### src/rtl/tmr_pkg.sv
package tmr_pkg;
    typedef enum logic [1:0] {
        MODE_FREE  = 2'd0,
        MODE_CLEAR = 2'd1,
        MODE_FAST  = 2'd2,
        MODE_DUAL  = 2'd3
    } mode_e;

    typedef enum logic {
        ST_UP   = 1'b0,
        ST_DOWN = 1'b1
    } dir_e;

    localparam logic [2:0] ADR_CNT  = 3'd0;
    localparam logic [2:0] ADR_CMPA = 3'd1;
    localparam logic [2:0] ADR_CMPB = 3'd2;
    localparam logic [2:0] ADR_CTL0 = 3'd3;
    localparam logic [2:0] ADR_CTL1 = 3'd4;
    localparam logic [2:0] ADR_FCLR = 3'd5;

    localparam int CTL_W = 8;
    localparam int N_CH  = 2;
endpackage

### src/rtl/tmr_clk_sel.sv
module tmr_clk_sel #(
    parameter int SYNC = 2
) (
    input  logic       clk,
    input  logic       rst_n,
    input  logic       tick,
    input  logic       ext_pin,
    input  logic [1:0] src,
    output logic       evt
);
    logic [SYNC:0] sh_q;
    logic          rise, fall;

    always_ff @(posedge clk or negedge rst_n) begin
        if (!rst_n) sh_q <= '0;
        else        sh_q <= {sh_q[SYNC-1:0], ext_pin};
    end

    assign rise = sh_q[SYNC-1] & ~sh_q[SYNC];
    assign fall = ~sh_q[SYNC-1] & sh_q[SYNC];

    always_comb begin
        unique case (src)
            2'd0: evt = 1'b0;
            2'd1: evt = tick;
            2'd2: evt = rise;
            2'd3: evt = fall;
        endcase
    end

    // a source of 0 never produces a count event
    a_r3_stopped: assert property (@(posedge clk) disable iff (!rst_n)
        (src == 2'd0) |-> !evt);
endmodule

### src/rtl/tmr_core.sv
module tmr_core
    import tmr_pkg::*;
#(
    parameter int W = 8
) (
    input  logic         clk,
    input  logic         rst_n,
    input  logic         evt,
    input  logic         pwr_down,
    input  logic         cnt_wr,
    input  logic [W-1:0] cnt_wdata,
    input  mode_e        mode,
    input  logic         top_sel,
    input  logic [W-1:0] act_a,
    output logic [W-1:0] cnt,
    output logic         dir_up,
    output logic         evt_ok,
    output logic         upd_pt,
    output logic         ovf_set
);
    localparam logic [W-1:0] MAXV = '1;

    dir_e         state, state_n;
    logic [W-1:0] cnt_n, top_val;
    logic         pwm;

    assign pwm     = (mode == MODE_FAST) || (mode == MODE_DUAL);
    assign top_val = (pwm && top_sel) ? act_a : MAXV;
    assign evt_ok  = evt && !pwr_down && !cnt_wr;
    assign dir_up  = (state == ST_UP);

    // state register
    always_ff @(posedge clk or negedge rst_n) begin
        if (!rst_n)                            state <= ST_UP;
        else if (evt_ok || mode != MODE_DUAL)  state <= state_n;
    end

    always_ff @(posedge clk or negedge rst_n) begin
        if (!rst_n)      cnt <= '0;
        else if (cnt_wr) cnt <= cnt_wdata;
        else if (evt_ok) cnt <= cnt_n;
    end

    // next state and step outputs
    always_comb begin
        state_n = ST_UP;
        cnt_n   = cnt + 1'b1;
        upd_pt  = 1'b0;
        ovf_set = 1'b0;
        unique case (mode)
            MODE_FREE: begin
                ovf_set = evt_ok && (cnt == MAXV);
            end
            MODE_CLEAR: begin
                if (cnt == act_a) cnt_n = '0;
                ovf_set = evt_ok && (cnt == MAXV);
            end
            MODE_FAST: begin
                if (cnt == top_val) begin
                    cnt_n   = '0;
                    upd_pt  = evt_ok;
                    ovf_set = evt_ok;
                end
            end
            MODE_DUAL: begin
                state_n = state;
                unique case (state)
                    ST_UP: begin
                        if (cnt == top_val) begin
                            upd_pt = evt_ok;
                            if (top_val != '0) begin
                                cnt_n   = cnt - 1'b1;
                                state_n = ST_DOWN;
                            end else begin
                                cnt_n = cnt;
                            end
                        end
                    end
                    ST_DOWN: begin
                        if (cnt == '0) state_n = ST_UP;
                        else           cnt_n   = cnt - 1'b1;
                    end
                endcase
                ovf_set = evt_ok && (cnt != '0) && (cnt_n == '0);
            end
        endcase
    end

    // clear-on-match reloads zero after a match with compare A
    a_r4_clear_wrap: assert property (@(posedge clk) disable iff (!rst_n)
        (evt_ok && mode == MODE_CLEAR && cnt == act_a) |=> (cnt == '0));

    // while counting down above zero, each event steps by minus one
    a_r5_down_step: assert property (@(posedge clk) disable iff (!rst_n)
        (evt_ok && mode == MODE_DUAL && state == ST_DOWN && cnt != '0)
        |=> (cnt == W'($past(cnt) - 1'b1)));

    // counter frozen during power-down
    a_r8_pwr_hold: assert property (@(posedge clk) disable iff (!rst_n)
        pwr_down |=> $stable(cnt));

    // a load lands in the counter on the next cycle
    a_r2_load: assert property (@(posedge clk) disable iff (!rst_n)
        cnt_wr |=> (cnt == $past(cnt_wdata)));
endmodule

### src/rtl/tmr_cmp_chan.sv
module tmr_cmp_chan
    import tmr_pkg::*;
#(
    parameter int W = 8
) (
    input  logic         clk,
    input  logic         rst_n,
    input  logic         cmp_wr,
    input  logic [W-1:0] cmp_wdata,
    input  mode_e        mode,
    input  logic [1:0]   com,
    input  logic         evt_ok,
    input  logic         upd_pt,
    input  logic         dir_up,
    input  logic [W-1:0] cnt,
    output logic [W-1:0] act,
    output logic         match_set,
    output logic         wave
);
    logic [W-1:0] hold_q, act_q;
    logic         pin_q, pin_n, pwm, conn;

    assign pwm       = (mode == MODE_FAST) || (mode == MODE_DUAL);
    assign match_set = evt_ok && (cnt == act_q);
    assign act       = act_q;

    always_ff @(posedge clk or negedge rst_n) begin
        if (!rst_n) begin
            hold_q <= '0;
            act_q  <= '0;
            pin_q  <= 1'b0;
        end else begin
            if (cmp_wr) hold_q <= cmp_wdata;
            if (!pwm && cmp_wr)     act_q <= cmp_wdata;
            else if (pwm && upd_pt) act_q <= hold_q;
            pin_q <= pin_n;
        end
    end

    always_comb begin
        pin_n = pin_q;
        unique case (mode)
            MODE_FREE, MODE_CLEAR: begin
                if (match_set) begin
                    unique case (com)
                        2'd0: pin_n = pin_q;
                        2'd1: pin_n = ~pin_q;
                        2'd2: pin_n = 1'b0;
                        2'd3: pin_n = 1'b1;
                    endcase
                end
            end
            MODE_FAST: begin
                if (com[1]) begin
                    if (upd_pt)         pin_n = ~com[0];
                    else if (match_set) pin_n = com[0];
                end
            end
            MODE_DUAL: begin
                if (com[1] && match_set) pin_n = dir_up ? com[0] : ~com[0];
            end
        endcase
    end

    assign conn = pwm ? com[1] : (com != 2'd0);
    assign wave = pin_q & conn;

    // in PWM modes the active value only moves at the update point
    a_r7_buf_hold: assert property (@(posedge clk) disable iff (!rst_n)
        (pwm && !upd_pt) |=> $stable(act_q));

    // clear-on-match output code drives the pin low after a match
    a_r10_clear_out: assert property (@(posedge clk) disable iff (!rst_n)
        (!pwm && com == 2'd2 && match_set) |=> !pin_q);
endmodule

### src/rtl/dual_cmp_timer.sv
module dual_cmp_timer
    import tmr_pkg::*;
#(
    parameter int W    = 8,
    parameter int SYNC = 2
) (
    input  logic         clk,
    input  logic         rst_n,
    input  logic         wr_en,
    input  logic [2:0]   wr_addr,
    input  logic [W-1:0] wr_data,
    input  logic         tick,
    input  logic         ext_pin,
    input  logic         pwr_down,
    output logic [W-1:0] cnt_q,
    output logic         wave_a,
    output logic         wave_b,
    output logic         flag_ovf,
    output logic         flag_cmp_a,
    output logic         flag_cmp_b
);
    logic [CTL_W-1:0] ctl0_q;
    logic [1:0]       src_q;
    logic             wr_ok, evt, evt_ok, upd_pt, ovf_set, dir_up;
    logic [2:0]       clr;
    logic [W-1:0]     act   [N_CH];
    logic [N_CH-1:0]  mset, wave, cwr;
    mode_e            mode;

    assign wr_ok = wr_en && !pwr_down;
    assign mode  = mode_e'(ctl0_q[1:0]);
    assign clr   = (wr_ok && wr_addr == ADR_FCLR) ? wr_data[2:0] : 3'b000;

    always_ff @(posedge clk or negedge rst_n) begin
        if (!rst_n) begin
            ctl0_q <= '0;
            src_q  <= '0;
        end else begin
            if (wr_ok && wr_addr == ADR_CTL0) ctl0_q <= wr_data[CTL_W-1:0];
            if (wr_ok && wr_addr == ADR_CTL1) src_q  <= wr_data[1:0];
        end
    end

    always_ff @(posedge clk or negedge rst_n) begin
        if (!rst_n) begin
            flag_ovf   <= 1'b0;
            flag_cmp_a <= 1'b0;
            flag_cmp_b <= 1'b0;
        end else begin
            flag_ovf   <= (flag_ovf   & ~clr[0]) | ovf_set;
            flag_cmp_a <= (flag_cmp_a & ~clr[1]) | mset[0];
            flag_cmp_b <= (flag_cmp_b & ~clr[2]) | mset[1];
        end
    end

    tmr_clk_sel #(.SYNC(SYNC)) u_clk (
        .clk(clk), .rst_n(rst_n), .tick(tick), .ext_pin(ext_pin),
        .src(src_q), .evt(evt)
    );

    tmr_core #(.W(W)) u_core (
        .clk(clk), .rst_n(rst_n), .evt(evt), .pwr_down(pwr_down),
        .cnt_wr(wr_ok && wr_addr == ADR_CNT), .cnt_wdata(wr_data),
        .mode(mode), .top_sel(ctl0_q[2]), .act_a(act[0]),
        .cnt(cnt_q), .dir_up(dir_up), .evt_ok(evt_ok),
        .upd_pt(upd_pt), .ovf_set(ovf_set)
    );

    for (genvar i = 0; i < N_CH; i++) begin : g_ch
        assign cwr[i] = wr_ok && (wr_addr == 3'(i + 1));
        tmr_cmp_chan #(.W(W)) u_ch (
            .clk(clk), .rst_n(rst_n), .cmp_wr(cwr[i]), .cmp_wdata(wr_data),
            .mode(mode), .com(ctl0_q[4+2*i +: 2]), .evt_ok(evt_ok),
            .upd_pt(upd_pt), .dir_up(dir_up), .cnt(cnt_q),
            .act(act[i]), .match_set(mset[i]), .wave(wave[i])
        );
    end

    assign wave_a = wave[0];
    assign wave_b = wave[1];

    // a clear without a coincident set empties the overflow flag
    a_r9_ovf_clear: assert property (@(posedge clk) disable iff (!rst_n)
        (clr[0] && !ovf_set) |=> !flag_ovf);

    // a set event always leaves the flag high
    a_r9_ovf_set: assert property (@(posedge clk) disable iff (!rst_n)
        ovf_set |=> flag_ovf);
endmodule

### config.mk
export PLATFORM = sky130hd
export DESIGN_NAME = dual_cmp_timer
export DESIGN_NICKNAME = d
export VERILOG_FILES = /design/src/rtl/tmr_pkg.sv /design/src/rtl/tmr_clk_sel.sv /design/src/rtl/tmr_core.sv /design/src/rtl/tmr_cmp_chan.sv /design/src/rtl/dual_cmp_timer.sv
export SDC_FILE = /design/constraint.sdc
export NUM_CORES = 1
export LEC_CHECK = 0
export ABC_AREA = 1
export BUFFER_PORTS_ARGS = -buffer_cell sky130_fd_sc_hd__clkbuf_2
export CAP_MARGIN = 25
export CORE_AREA = 4 4 136 125
export DETAILED_ROUTE_END_ITERATION = 16
export DIE_AREA = 0 0 140 129
export HOLD_SLACK_MARGIN = 0.03
export PLACE_DENSITY_LB_ADDON = 0.1
export SYNTH_ARGS = -nofsm -noshare
export SYNTH_HDL_FRONTEND = slang
export SYNTH_HIERARCHICAL = 1
export SYNTH_SLANG_ARGS = --single-unit
### constraint.sdc
create_clock -name clk -period 2.6 [get_ports clk]
set_clock_uncertainty 0.05 [all_clocks]
set_input_delay 0 -clock clk [delete_from_list [all_inputs] [get_ports clk]]
set_output_delay 0 -clock clk [all_outputs]
set_load 0.03 [all_outputs]
==> impl_metrics.ini, run 1 <==
[run_status]
status = complete, no violations

[power_and_ir_drop]
vdd_ir_drop_max_v = 0.000417
report.power.total_w = 0.00548
pwr_density_cell_nw_per_um2 = 981
power.static_leakage_nw = 2.98

[route]
wire_per_inst_um = 16.2
route.final.wire_length_um = 16100
iteration_0_drc_markers = 301
drt-pass1-iter-count = 5
num_vias = 4701
route.detailed.drc = 0
ant_nets = 0
vias_per_cell = 4.73

[critical_path]
critical-path-top-delay-family = simple AND/OR/NAND/NOR gates
crit_top_cell = sky130_fd_sc_hd__nand2_1
worst-r2r-cell-count = 15
crit_path_max_fo = 10
worst-setup-path-type = register to register
arrival_ps = 2520
rr_startpoint = ctl0_q[2]$_DFFE_PN0P_
timing.critical_path.cells = nand2_4, inv_2, nand3_1, nand2_1, nor2_2, nand3_4, nor3_2, nand3_1, nand2_2, nand2_1, or2_0, nand2_1, nand2_1, nand2_1, nand2_1
worstPathBufferInverterCount = 1
timing.critical_path.from_type = register
critPathSlowestCell = sky130_fd_sc_hd__dfrtp_2
reg2reg_slack_ps = 240
worstReg2RegEnd = g_ch[0].u_ch/pin_q$_DFFE_PN0P_
required_ps = 2760
worst-path-stages = 15
worst_setup_path_end_kind = register
slowest_delay_ps = 490

[yosys]
synthArstFlopShare_pct = 100
synth.avg_cell_area_um2 = 6.36
synth_enable_flop_cells = 0
postSynthRegisterBits = 58
synth.cell_area_um2 = 4580
synth_nets = 740
synth-main-ff-cell = sky130_fd_sc_hd__dfrtp_1
postSynthCellCount = 720
seq_area_frac_synth_pct = 31.7
yosys.cell_types.count = 40
yosys_warning_count = 6

[global_route]
grt_remaining_overflow = 0
grt_antenna_before_repair = 0
grt_first_pass_wirelength_um = 25900
grt_max_degree = 27
grtUsageTotal_pct = 18.4
vias_in_the_first_global_route = 4560

[clock_tree]
clkSinkCount = 58
cts.htree.levels = 3
clock_latency_on_the_worst_skew_pair_ps = 330
clk_pin_slew_ps = 60
tritoncts_buffer_count = 9
cts_tree = done
max-clock-path-buffers = 2
cts_root_buf = sky130_fd_sc_hd__clkbuf_16

[floorplanning]
floorplan.die_area_um2 = 18100
die_h_um = 129
initial_core_util_pct = 29.8
number_of_cell_rows = 43
die_w_um = 140
pin_count = 30
core_area_um2 = 15400

[finish]
area_growth_syn_to_layout_pct = 22.1
multi_input_area_um2 = 2580
layout.cell_area.non_filler_um2 = 5590
antenna_cells_inserted = 0
fraction_of_final_layout_cells_with_drive_strength_greater_than_1_pct = 16.0
number_of_filler_instances_in_the_final_layout = 1723
layout.nets = 807
combined_flip_flop_and_latch_cell_area_um2 = 1460

[hold_path]
min_to = g_ch[0].u_ch/hold_q[1]$_DFFE_PN0P_
hold_path_depth = 3
worst_hold_startpoint = wr_data[1]
hold_path_class = input port to register

[sta]
timing_worst_slew_pin_value_ps = 688
slew_viol_final = 0
slew-limit-headroom_pct = 54.1
grt_setup_unrepaired = no
finalCritPeriodShare_pct = 90.7
clock.fmax_mhz = 424
hold_violations = 0
fin_crit_ps = 2360
tns_ps = 0
report.final.setup_viol = 0

[job]
max-cap-violations = 0

[placement]
io_buffers = 29
placedInstanceArea_um2 = 5110
dp_hpwl_um = 12600
gp_routability_congestion = 0.880
layout make-up:
type	count	area share [%]
inverter	116	7.96
clock inverter	6	2.04
tap	202	4.52
sequential	58	26.0
timing repair buffer	71	8.99
clock buffer	10	4.27
multi-input combinational	531	46.2
sequential cells by signal, indices dropped and copies added, names as in the netlist:
| name | count |
|---|---|
| g_ch.u_ch/pin_q | 2 |
| u_core/cnt | 8 |
| u_core/state | 1 |
| g_ch.u_ch/hold_q | 16 |
| u_clk/sh_q | 3 |
| g_ch.u_ch/act | 16 |
| flag_cmp_b | 1 |
| flag_ovf | 1 |
| flag_cmp_a | 1 |
| src_q | 2 |
| ctl0_q | 7 |
kinds of logic after synthesis:
logic type	share of synthesized area (%)
buf+inv	12.0
xor+xnor	1.53
mux	0.983
fa+ha+maj	0.820
compound gates	12.8
flops	31.7
simple gates	40.2
routing by layer:
layer	routed length [um]	track usage [%]	vias up
met4	347	5.30	0
li1	-	-	2407
met2	6930	28.3	103
met3	674	3.05	17
met5	0	0	-
met1	8150	26.7	2174
cell usage after synthesis (2+ instances only):
cell type	instances	area, um^2
sky130_fd_sc_hd__a21boi_1	2	15.0
sky130_fd_sc_hd__a21oi_1	21	105
sky130_fd_sc_hd__a31oi_1	2	12.5
sky130_fd_sc_hd__and3_1	2	12.5
sky130_fd_sc_hd__buf_2	7	35.0
sky130_fd_sc_hd__buf_4	2	15.0
sky130_fd_sc_hd__buf_6	4	45.0
sky130_fd_sc_hd__clkbuf_1	2	7.51
sky130_fd_sc_hd__dfrtp_1	58	1450
sky130_fd_sc_hd__ha_1	3	37.5
sky130_fd_sc_hd__inv_1	106	398
sky130_fd_sc_hd__inv_2	6	22.5
sky130_fd_sc_hd__inv_4	4	25.0
sky130_fd_sc_hd__mux2_2	4	45.0
sky130_fd_sc_hd__nand2_1	246	923
sky130_fd_sc_hd__nand2_2	5	31.3
sky130_fd_sc_hd__nand2_4	5	56.3
sky130_fd_sc_hd__nand3_1	59	295
sky130_fd_sc_hd__nand3_4	2	35.0
sky130_fd_sc_hd__nand3b_1	2	15.0
sky130_fd_sc_hd__nand4_1	10	62.6
sky130_fd_sc_hd__nor2_1	63	236
sky130_fd_sc_hd__nor2_2	2	12.5
sky130_fd_sc_hd__nor2_4	4	45.0
sky130_fd_sc_hd__nor2_8	2	40.0
sky130_fd_sc_hd__nor3_1	7	35.0
sky130_fd_sc_hd__o211ai_1	2	15.0
sky130_fd_sc_hd__o21ai_0	40	200
sky130_fd_sc_hd__o21ai_1	22	110
sky130_fd_sc_hd__o21ai_2	6	52.6
sky130_fd_sc_hd__o22ai_2	4	50.1
sky130_fd_sc_hd__or2_0	2	12.5
sky130_fd_sc_hd__xnor2_1	2	17.5
sky130_fd_sc_hd__xor2_1	6	52.6
metrics by stage:
stage | hold WS [ps] | setup WS, ps | std cells | utilization [%]
after floorplan | -346 | 215 | 720 | -
after global placement | 34.3 | 158 | 966 | 33.2
after detailed placement | 43.3 | 88.0 | 966 | 33.2
after CTS | 31.5 | 75.9 | 994 | 36.3
after global routing | 59.6 | 37.0 | 994 | 36.3
final | 30.8 | 243 | 994 | 36.3
cell usage in the layout (no fill, tap or decap), types with 3 or more instances in the layout:
master,n
sky130_fd_sc_hd__buf_4,29
sky130_fd_sc_hd__dlygate4sd3_1,12
sky130_fd_sc_hd__nor2_4,4
sky130_fd_sc_hd__nand2_2,6
sky130_fd_sc_hd__nor3_1,7
sky130_fd_sc_hd__nand2_1,245
sky130_fd_sc_hd__o22ai_2,4
sky130_fd_sc_hd__inv_2,7
sky130_fd_sc_hd__nand3_1,59
sky130_fd_sc_hd__nor2_1,63
sky130_fd_sc_hd__bufinv_16,3
sky130_fd_sc_hd__inv_4,4
sky130_fd_sc_hd__nand4_1,10
sky130_fd_sc_hd__o21ai_1,22
sky130_fd_sc_hd__dfrtp_1,55
sky130_fd_sc_hd__dfrtp_2,3
sky130_fd_sc_hd__a21oi_1,21
sky130_fd_sc_hd__nand2_4,5
sky130_fd_sc_hd__inv_1,105
sky130_fd_sc_hd__o21ai_2,6
sky130_fd_sc_hd__clkbuf_16,9
sky130_fd_sc_hd__ha_1,3
sky130_fd_sc_hd__clkbuf_2,29
sky130_fd_sc_hd__xor2_1,6
sky130_fd_sc_hd__o21ai_0,40
sky130_fd_sc_hd__mux2_2,4
where the power goes:
group          internal [W]  switching, W  leakage, nW
clock              0.000963      0.000439        0.165
sequential          0.00112      0.000292        0.713
combinational      0.000918       0.00175         2.10
total               0.00300       0.00248         2.98
tightest hold or removal path, delay by kind of cell:
kind	cells	cell delay [ps]
compound gates	1	70
simple gates	1	100
buf+inv	1	190
how the worst max path moves through the flow:
| stage | from | endpoint | slack, ps |
|---|---|---|---|
| 5_1_grt | ctl0_q[2]$_DFFE_PN0P_ | g_ch[0].u_ch/pin_q$_DFFE_PN0P_ | 40 |
| 4_1_cts | ctl0_q[2]$_DFFE_PN0P_ | g_ch[0].u_ch/pin_q$_DFFE_PN0P_ | 80 |
| 2_1_floorplan | u_core/cnt[3]$_DFFE_PN0P_ | g_ch[0].u_ch/pin_q$_DFFE_PN0P_ | 210 |
| 3_5_place_dp | ctl0_q[2]$_DFFE_PN0P_ | g_ch[0].u_ch/pin_q$_DFFE_PN0P_ | 90 |
| 3_3_place_gp | ctl0_q[2]$_DFFE_PN0P_ | g_ch[0].u_ch/pin_q$_DFFE_PN0P_ | 160 |
| 6_report | ctl0_q[2]$_DFFE_PN0P_ | g_ch[0].u_ch/pin_q$_DFFE_PN0P_ | 240 |
what timing repair did:
item                                   CTS  global route
hold buffers                            12             0
setup buffers                            0             0
endpoints found under the hold margin   39             0
setup endpoints to repair                0            18
gates resized for setup                  0             5
(Power assumes the default switching activity.)
==> inputs of run 2 (changes only) <==
- MAX_ROUTING_LAYER: not set -> met4
==> run 2 against run 1 <==
Register-to-register slack hardly changed. Wire length is 1.3% lower. Highest routed layer unchanged. Clock power hardly changed. Largest power group unchanged.
==> impl_metrics.ini, run 2 (synthesis results as in run 1) <==
[route]
route.final.wire_length_um = 15900
ant_nets = 0
route.detailed.drc = 0
wire_per_inst_um = 16.0
vias_per_cell = 4.82
num_vias = 4799
iteration_0_drc_markers = 400
drt-pass1-iter-count = 5

[finish]
most_common_library_cell_in_the_layout_ignoring_fill_and_taps = sky130_fd_sc_hd__nand2_1
layout.nets = 808
antenna_cells_inserted = 0
final-instance-count-excl-fill = 995
finish.utilization_pct = 36.4
most-common-layout-cells = sky130_fd_sc_hd__nand2_1, sky130_fd_sc_hd__inv_1, sky130_fd_sc_hd__nor2_1
fraction_of_final_layout_cells_with_drive_strength_greater_than_1_pct = 15.9
number_of_filler_instances_in_the_final_layout = 1695
area_growth_syn_to_layout_pct = 22.2

[critical_path]
rr_startpoint = u_core/cnt[0]$_DFFE_PN0P_
worst-setup-path-type = register to register
crit_path_max_fo = 6
reg2reg_slack_ps = 230
required_ps = 2770
worst-r2r-cell-count = 15
timing.critical_path.from_type = register
arrival_ps = 2540
worst_setup_path_end_kind = register
worstReg2RegEnd = flag_ovf$_DFF_PN0_
crit_start = u_core/cnt[0]$_DFFE_PN0P_

[clock_tree]
clk_pin_slew_ps = 50
cts.htree.levels = 3
max-clock-path-buffers = 2
cts_root_buf = sky130_fd_sc_hd__clkbuf_16
tritoncts_buffer_count = 9
clock_latency_on_the_worst_skew_pair_ps = 330
clkSinkCount = 58
cts_tree = done

[global_route]
grt_first_pass_wirelength_um = 25100
grt_antenna_before_repair = 0
grtUsageTotal_pct = 18.5
grt_remaining_overflow = 0
vias_in_the_first_global_route = 4462
grt_max_degree = 30

[sta]
fin_crit_ps = 2370
report.final.setup_viol = 0
grt_setup_unrepaired = no
slew_viol_final = 0
clock.fmax_mhz = 423
finalCritPeriodShare_pct = 91.0
timing_worst_slew_pin_value_ps = 811
hold_violations = 0
slew-limit-headroom_pct = 45.9
tns_ps = 0

[floorplanning]
number_of_cell_rows = 43
core_area_um2 = 15400
die_h_um = 129
initial_core_util_pct = 29.8
die_w_um = 140
floorplan.die_area_um2 = 18100
pin_count = 30

[hold_path]
hold_path_depth = 3
hold_path_class = input port to register
min_to = ctl0_q[6]$_DFFE_PN0P_
worst_hold_startpoint = wr_data[6]

[placement]
io_buffers = 29
post-place-cells = 968
dp_hpwl_um = 12400
gp_routability_congestion = 0.895

[power_and_ir_drop]
pwr_density_cell_nw_per_um2 = 984
vdd_ir_drop_max_v = 0.000387
power.static_leakage_nw = 2.99

[job]
max-cap-violations = 0

[run_status]
status = complete, no violations
## run 2: cell types whose count changed in the layout (fill, tap and decap cells not counted), sizes merged
cell	before	now
buf	30	32
clkbuf	39	41
clkinv	1	0
clkinvlp	2	1
dlygate4sd3	12	11
## run 2: metal layers
| layer | part of all wire (%) | global-route usage, % |
|---|---|---|
| met5 | 0 | - |
| met4 | 1.5 | 4.16 |
| met3 | 4.8 | 3.12 |
| met2 | 44 | 27.6 |
| met1 | 50 | 26.3 |
## run 2: final cells by class
type	count	area (um^2)	share of cell area (%)
multi-input cells	531	2580	46.2
clock inverters	4	97.6	1.74
repair buffers	72	508	9.07
clock buffers	12	256	4.58
well taps	202	253	4.51
flip-flops and latches	58	1450	26.0
inverters	116	445	7.96
## run 2: worst max path at each step
| stage | end |
|---|---|
| 3_5_place_dp | g_ch[0].u_ch/pin_q$_DFFE_PN0P_ |
| 2_1_floorplan | g_ch[0].u_ch/pin_q$_DFFE_PN0P_ |
| 4_1_cts | g_ch[0].u_ch/pin_q$_DFFE_PN0P_ |
| 6_report | flag_ovf$_DFF_PN0_ |
| 5_1_grt | flag_ovf$_DFF_PN0_ |
| 3_3_place_gp | g_ch[1].u_ch/pin_q$_DFFE_PN0P_ |
## run 2: power by group
group | total [W] | switching (W) | internal (W)
registers | 0.00140 | 0.000280 | 0.00112
clock network | 0.00141 | 0.000424 | 0.000988
logic | 0.00270 | 0.00177 | 0.000927
## run 2: through the flow
step / setup slack (ps) / hold WS, ps / total power (W) / area (um^2)
2_1_floorplan: 215 / -346 / 0.00311 / 4580
3_3_place_gp: 138 / 61.6 / 0.00410 / 5130
3_5_place_dp: 85.6 / 61.8 / 0.00408 / 5130
4_1_cts: 78.5 / 34.1 / 0.00554 / 5590
5_1_grt: 0.299 / 46.3 / 0.00594 / 5600
6_report: 234 / 40.4 / 0.00551 / 5600
## run 2: worst max-delay path, cell delays in order, from the launching register on
cell and delay [ps]:
sky130_fd_sc_hd__dfrtp_1 480, sky130_fd_sc_hd__inv_2 150, sky130_fd_sc_hd__buf_4 170, sky130_fd_sc_hd__ha_1 150
sky130_fd_sc_hd__nor3b_1 180, sky130_fd_sc_hd__nand3_1 210, sky130_fd_sc_hd__inv_1 180, sky130_fd_sc_hd__nor2_1 90
sky130_fd_sc_hd__a21oi_1 160, sky130_fd_sc_hd__nand2_1 100, sky130_fd_sc_hd__nand2_1 70, sky130_fd_sc_hd__nor2_1 40
sky130_fd_sc_hd__nand2_1 60, sky130_fd_sc_hd__nand2_1 50, sky130_fd_sc_hd__inv_1 50, sky130_fd_sc_hd__nand2_1 50
## run 2: repair_timing
item | CTS | global route
resized for setup | 0 | 3
buffers inserted | 0 | 0
endpoints found under the hold margin | 45 | 0
endpoints found under the setup margin | 0 | 18
hold buffers | 11 | 0
==> inputs of run 3 (changes only) <==
- ABC_AREA: 1 -> not set
- CORE_AREA: 4 4 136 125 -> 4 4 127 117
- DIE_AREA: 0 0 140 129 -> 0 0 131 121
==> run 3 against run 2 <==
The flow now finishes with violations (setup timing). Clock-buffer cell count decreased by 2. Area after synthesis decreased by 13%. Critical endpoint is now u_core/cnt[1]$_DFFE_PN0P_. Critical path depth decreased by 8. Synthesized cell count decreased by 41%. Maximum frequency decreased by 9.5%. Utilization increased by 2.1 points. First-iteration DRC count decreased by 48%.
==> impl_metrics.ini, run 3 <==
[route]
iteration_0_drc_markers = 209
route.final.wire_length_um = 13100
ant_nets = 0
vias_per_cell = 5.22
drt-pass1-iter-count = 5
wire_per_inst_um = 18.8
route.detailed.drc = 0
num_vias = 3633

[critical_path]
critical-path-top-delay-family = simple AND/OR/NAND/NOR gates
required_ps = 2760
worst_setup_path_end_kind = register
rr_startpoint = u_core/cnt[5]$_DFFE_PN0P_
reg2reg_slack_ps = -10
worstReg2RegEnd = u_core/cnt[1]$_DFFE_PN0P_
worst-r2r-cell-count = 7
timing.critical_path.cells = or4_4, or4b_4, xor2_2, nor2_2, a31oi_4, a221o_1, a22o_1
critPathSlowestCell = sky130_fd_sc_hd__or4b_4
crit_start = u_core/cnt[5]$_DFFE_PN0P_
arrival_ps = 2780
timing.critical_path.from_type = register
worst-path-stages = 7
crit_path_max_fo = 5
slowest_delay_ps = 550
worst-setup-path-type = register to register
worstPathBufferInverterCount = 0

[floorplanning]
initial_core_util_pct = 29.2
die_h_um = 121
die_w_um = 131
pin_count = 30
core_area_um2 = 13700
floorplan.die_area_um2 = 15900
number_of_cell_rows = 41

[yosys]
synth.cell_area_um2 = 4000
synth_area_leader_cell = sky130_fd_sc_hd__dfrtp_1
synth_enable_flop_cells = 0
yosys_warning_count = 6
synthMostInstantiatedCell = sky130_fd_sc_hd__dfrtp_1
netlist_top_cells_count = sky130_fd_sc_hd__dfrtp_1, sky130_fd_sc_hd__a21oi_1, sky130_fd_sc_hd__nand2_1, sky130_fd_sc_hd__nor2b_1, sky130_fd_sc_hd__xor2_1
yosys.cell_types.count = 70
postSynthCellCount = 425
synth-main-ff-cell = sky130_fd_sc_hd__dfrtp_1
synthArstFlopShare_pct = 100
ys_top_cells_by_area = sky130_fd_sc_hd__dfrtp_1, sky130_fd_sc_hd__mux2i_1, sky130_fd_sc_hd__xor2_1
netlist.area_leader.share_pct = 36.3
seq_area_frac_synth_pct = 36.3
postSynthRegisterBits = 58
synth.avg_cell_area_um2 = 9.41
synth_nets = 445

[clock_tree]
cts.htree.levels = 3
max-clock-path-buffers = 2
clkSinkCount = 58
tritoncts_buffer_count = 9
clk_pin_slew_ps = 60
clock_latency_on_the_worst_skew_pair_ps = 340
cts_tree = done
cts_root_buf = sky130_fd_sc_hd__clkbuf_16

[sta]
hold_ws_ps = 41.5
timing_worst_slew_pin_value_ps = 778
clock.fmax_mhz = 382
hold_violations = 0
grt_setup_unrepaired = yes
tns_ps = -14.7
setup_slack_of_the_critical_path_after_layout_ps = -14.7
slew_viol_final = 0
finalCritPeriodShare_pct = 101
report.final.setup_viol = 1
slew-limit-headroom_pct = 48.1
fin_crit_ps = 2610

[power_and_ir_drop]
report.power.total_w = 0.00553
vdd_ir_drop_max_v = 0.000591
pwr_density_cell_nw_per_um2 = 1050
power.static_leakage_nw = 2.12

[placement]
gp_routability_congestion = 0.905
dp_hpwl_um = 9690
pre_cts_slack_ps = -45.2
io_buffers = 29

[global_route]
grt_remaining_overflow = 0
grt_first_pass_wirelength_um = 20900
grt_max_degree = 59
grtUsageTotal_pct = 18.1
grt_antenna_before_repair = 0
vias_in_the_first_global_route = 3536

[hold_path]
hold_path_class = input port to register
worst_hold_startpoint = wr_addr[2]
min_to = flag_cmp_a$_DFF_PN0_
hold_path_depth = 4

[finish]
most-common-layout-cells = sky130_fd_sc_hd__buf_4, sky130_fd_sc_hd__dfrtp_1, sky130_fd_sc_hd__a21oi_1
most_common_library_cell_in_the_layout_ignoring_fill_and_taps = sky130_fd_sc_hd__buf_4
area_growth_syn_to_layout_pct = 31.8
finish.utilization_pct = 38.5
layout.nets = 539
antenna_cells_inserted = 0
fraction_of_final_layout_cells_with_drive_strength_greater_than_1_pct = 33.6

[run_status]
failed_checks = setup timing
status = complete, but fails checks

[job]
max-cap-violations = 0
## run 3: changes by cell type after synthesis, sizes merged, moves of 22 or more
| cell | previous run | this run |
|---|---|---|
| nand2 | 256 | 26 |
| inv | 116 | 15 |
| nand3 | 62 | 9 |
| nor2 | 71 | 18 |
| o21ai | 68 | 16 |
| nor2b | 0 | 22 |
## run 3: what timing repair did
action	CTS	global route
pin swaps	1	5
endpoints found under the hold margin	88	0
gates cloned	0	1
hold buffers	9	0
endpoints found under the setup margin	1	23
resized for setup	6	19
buffers inserted	1	2
## run 3: through the flow
stage / area (um^2) / std cells
after floorplan: 4040 / 425
after global placement: 4770 / 667
after detailed placement: 4770 / 667
after CTS: 5180 / 693
after global routing: 5270 / 696
final: 5270 / 696
## run 3: cell families (layout without fill, tap and decap cells)
group	after synthesis	count (layout)	share of synthesized area, %
fa+ha+maj	3	3	0.938
mux	41	41	11.2
compound gates	115	115	19.8
simple gates	132	132	19.5
xor+xnor	33	33	7.23
flops	58	58	36.3
buf+inv	43	142	5.00
## run 3: worst register-to-register path, delay by kind of cell, from the launching register on
kind,cells,cell delay (ps)
flip-flops,1,430
XOR/XNOR,1,170
AO/OA/AOI/OAI,3,610
AND/OR/NAND/NOR,3,1240
## run 3: area by class of cell
type | instances | area (um^2)
Fill cell | 1344 | 8420
Timing Repair Buffer | 111 | 801
Clock buffer | 10 | 239
Sequential cell | 58 | 1460
Multi-Input combinational cell | 324 | 2460
Tap cell | 172 | 215
Inverter | 15 | 60.1
Clock inverter | 6 | 41.3
## run 3: how the worst max path moves through the flow
stage,to
floorplan,flag_ovf$_DFF_PN0_
global placement,flag_ovf$_DFF_PN0_
detailed placement,flag_ovf$_DFF_PN0_
CTS,flag_ovf$_DFF_PN0_
global route,flag_ovf$_DFF_PN0_
finish,u_core/cnt[1]$_DFFE_PN0P_
## run 3: layer usage
metal  track usage, %  vias to the layer above  share of wire (%)
met5                -                        -                  0
met4             6.49                        0                2.0
met3             3.21                       21                4.7
met2             25.9                       94                 46
met1             25.4                     1762                 48
li1                 -                     1756                  -
## run 3: where the power goes
group / switching, W / internal, W
Clock: 0.000443 / 0.000669
Combinational: 0.00158 / 0.00140
Sequential: 0.000249 / 0.00119
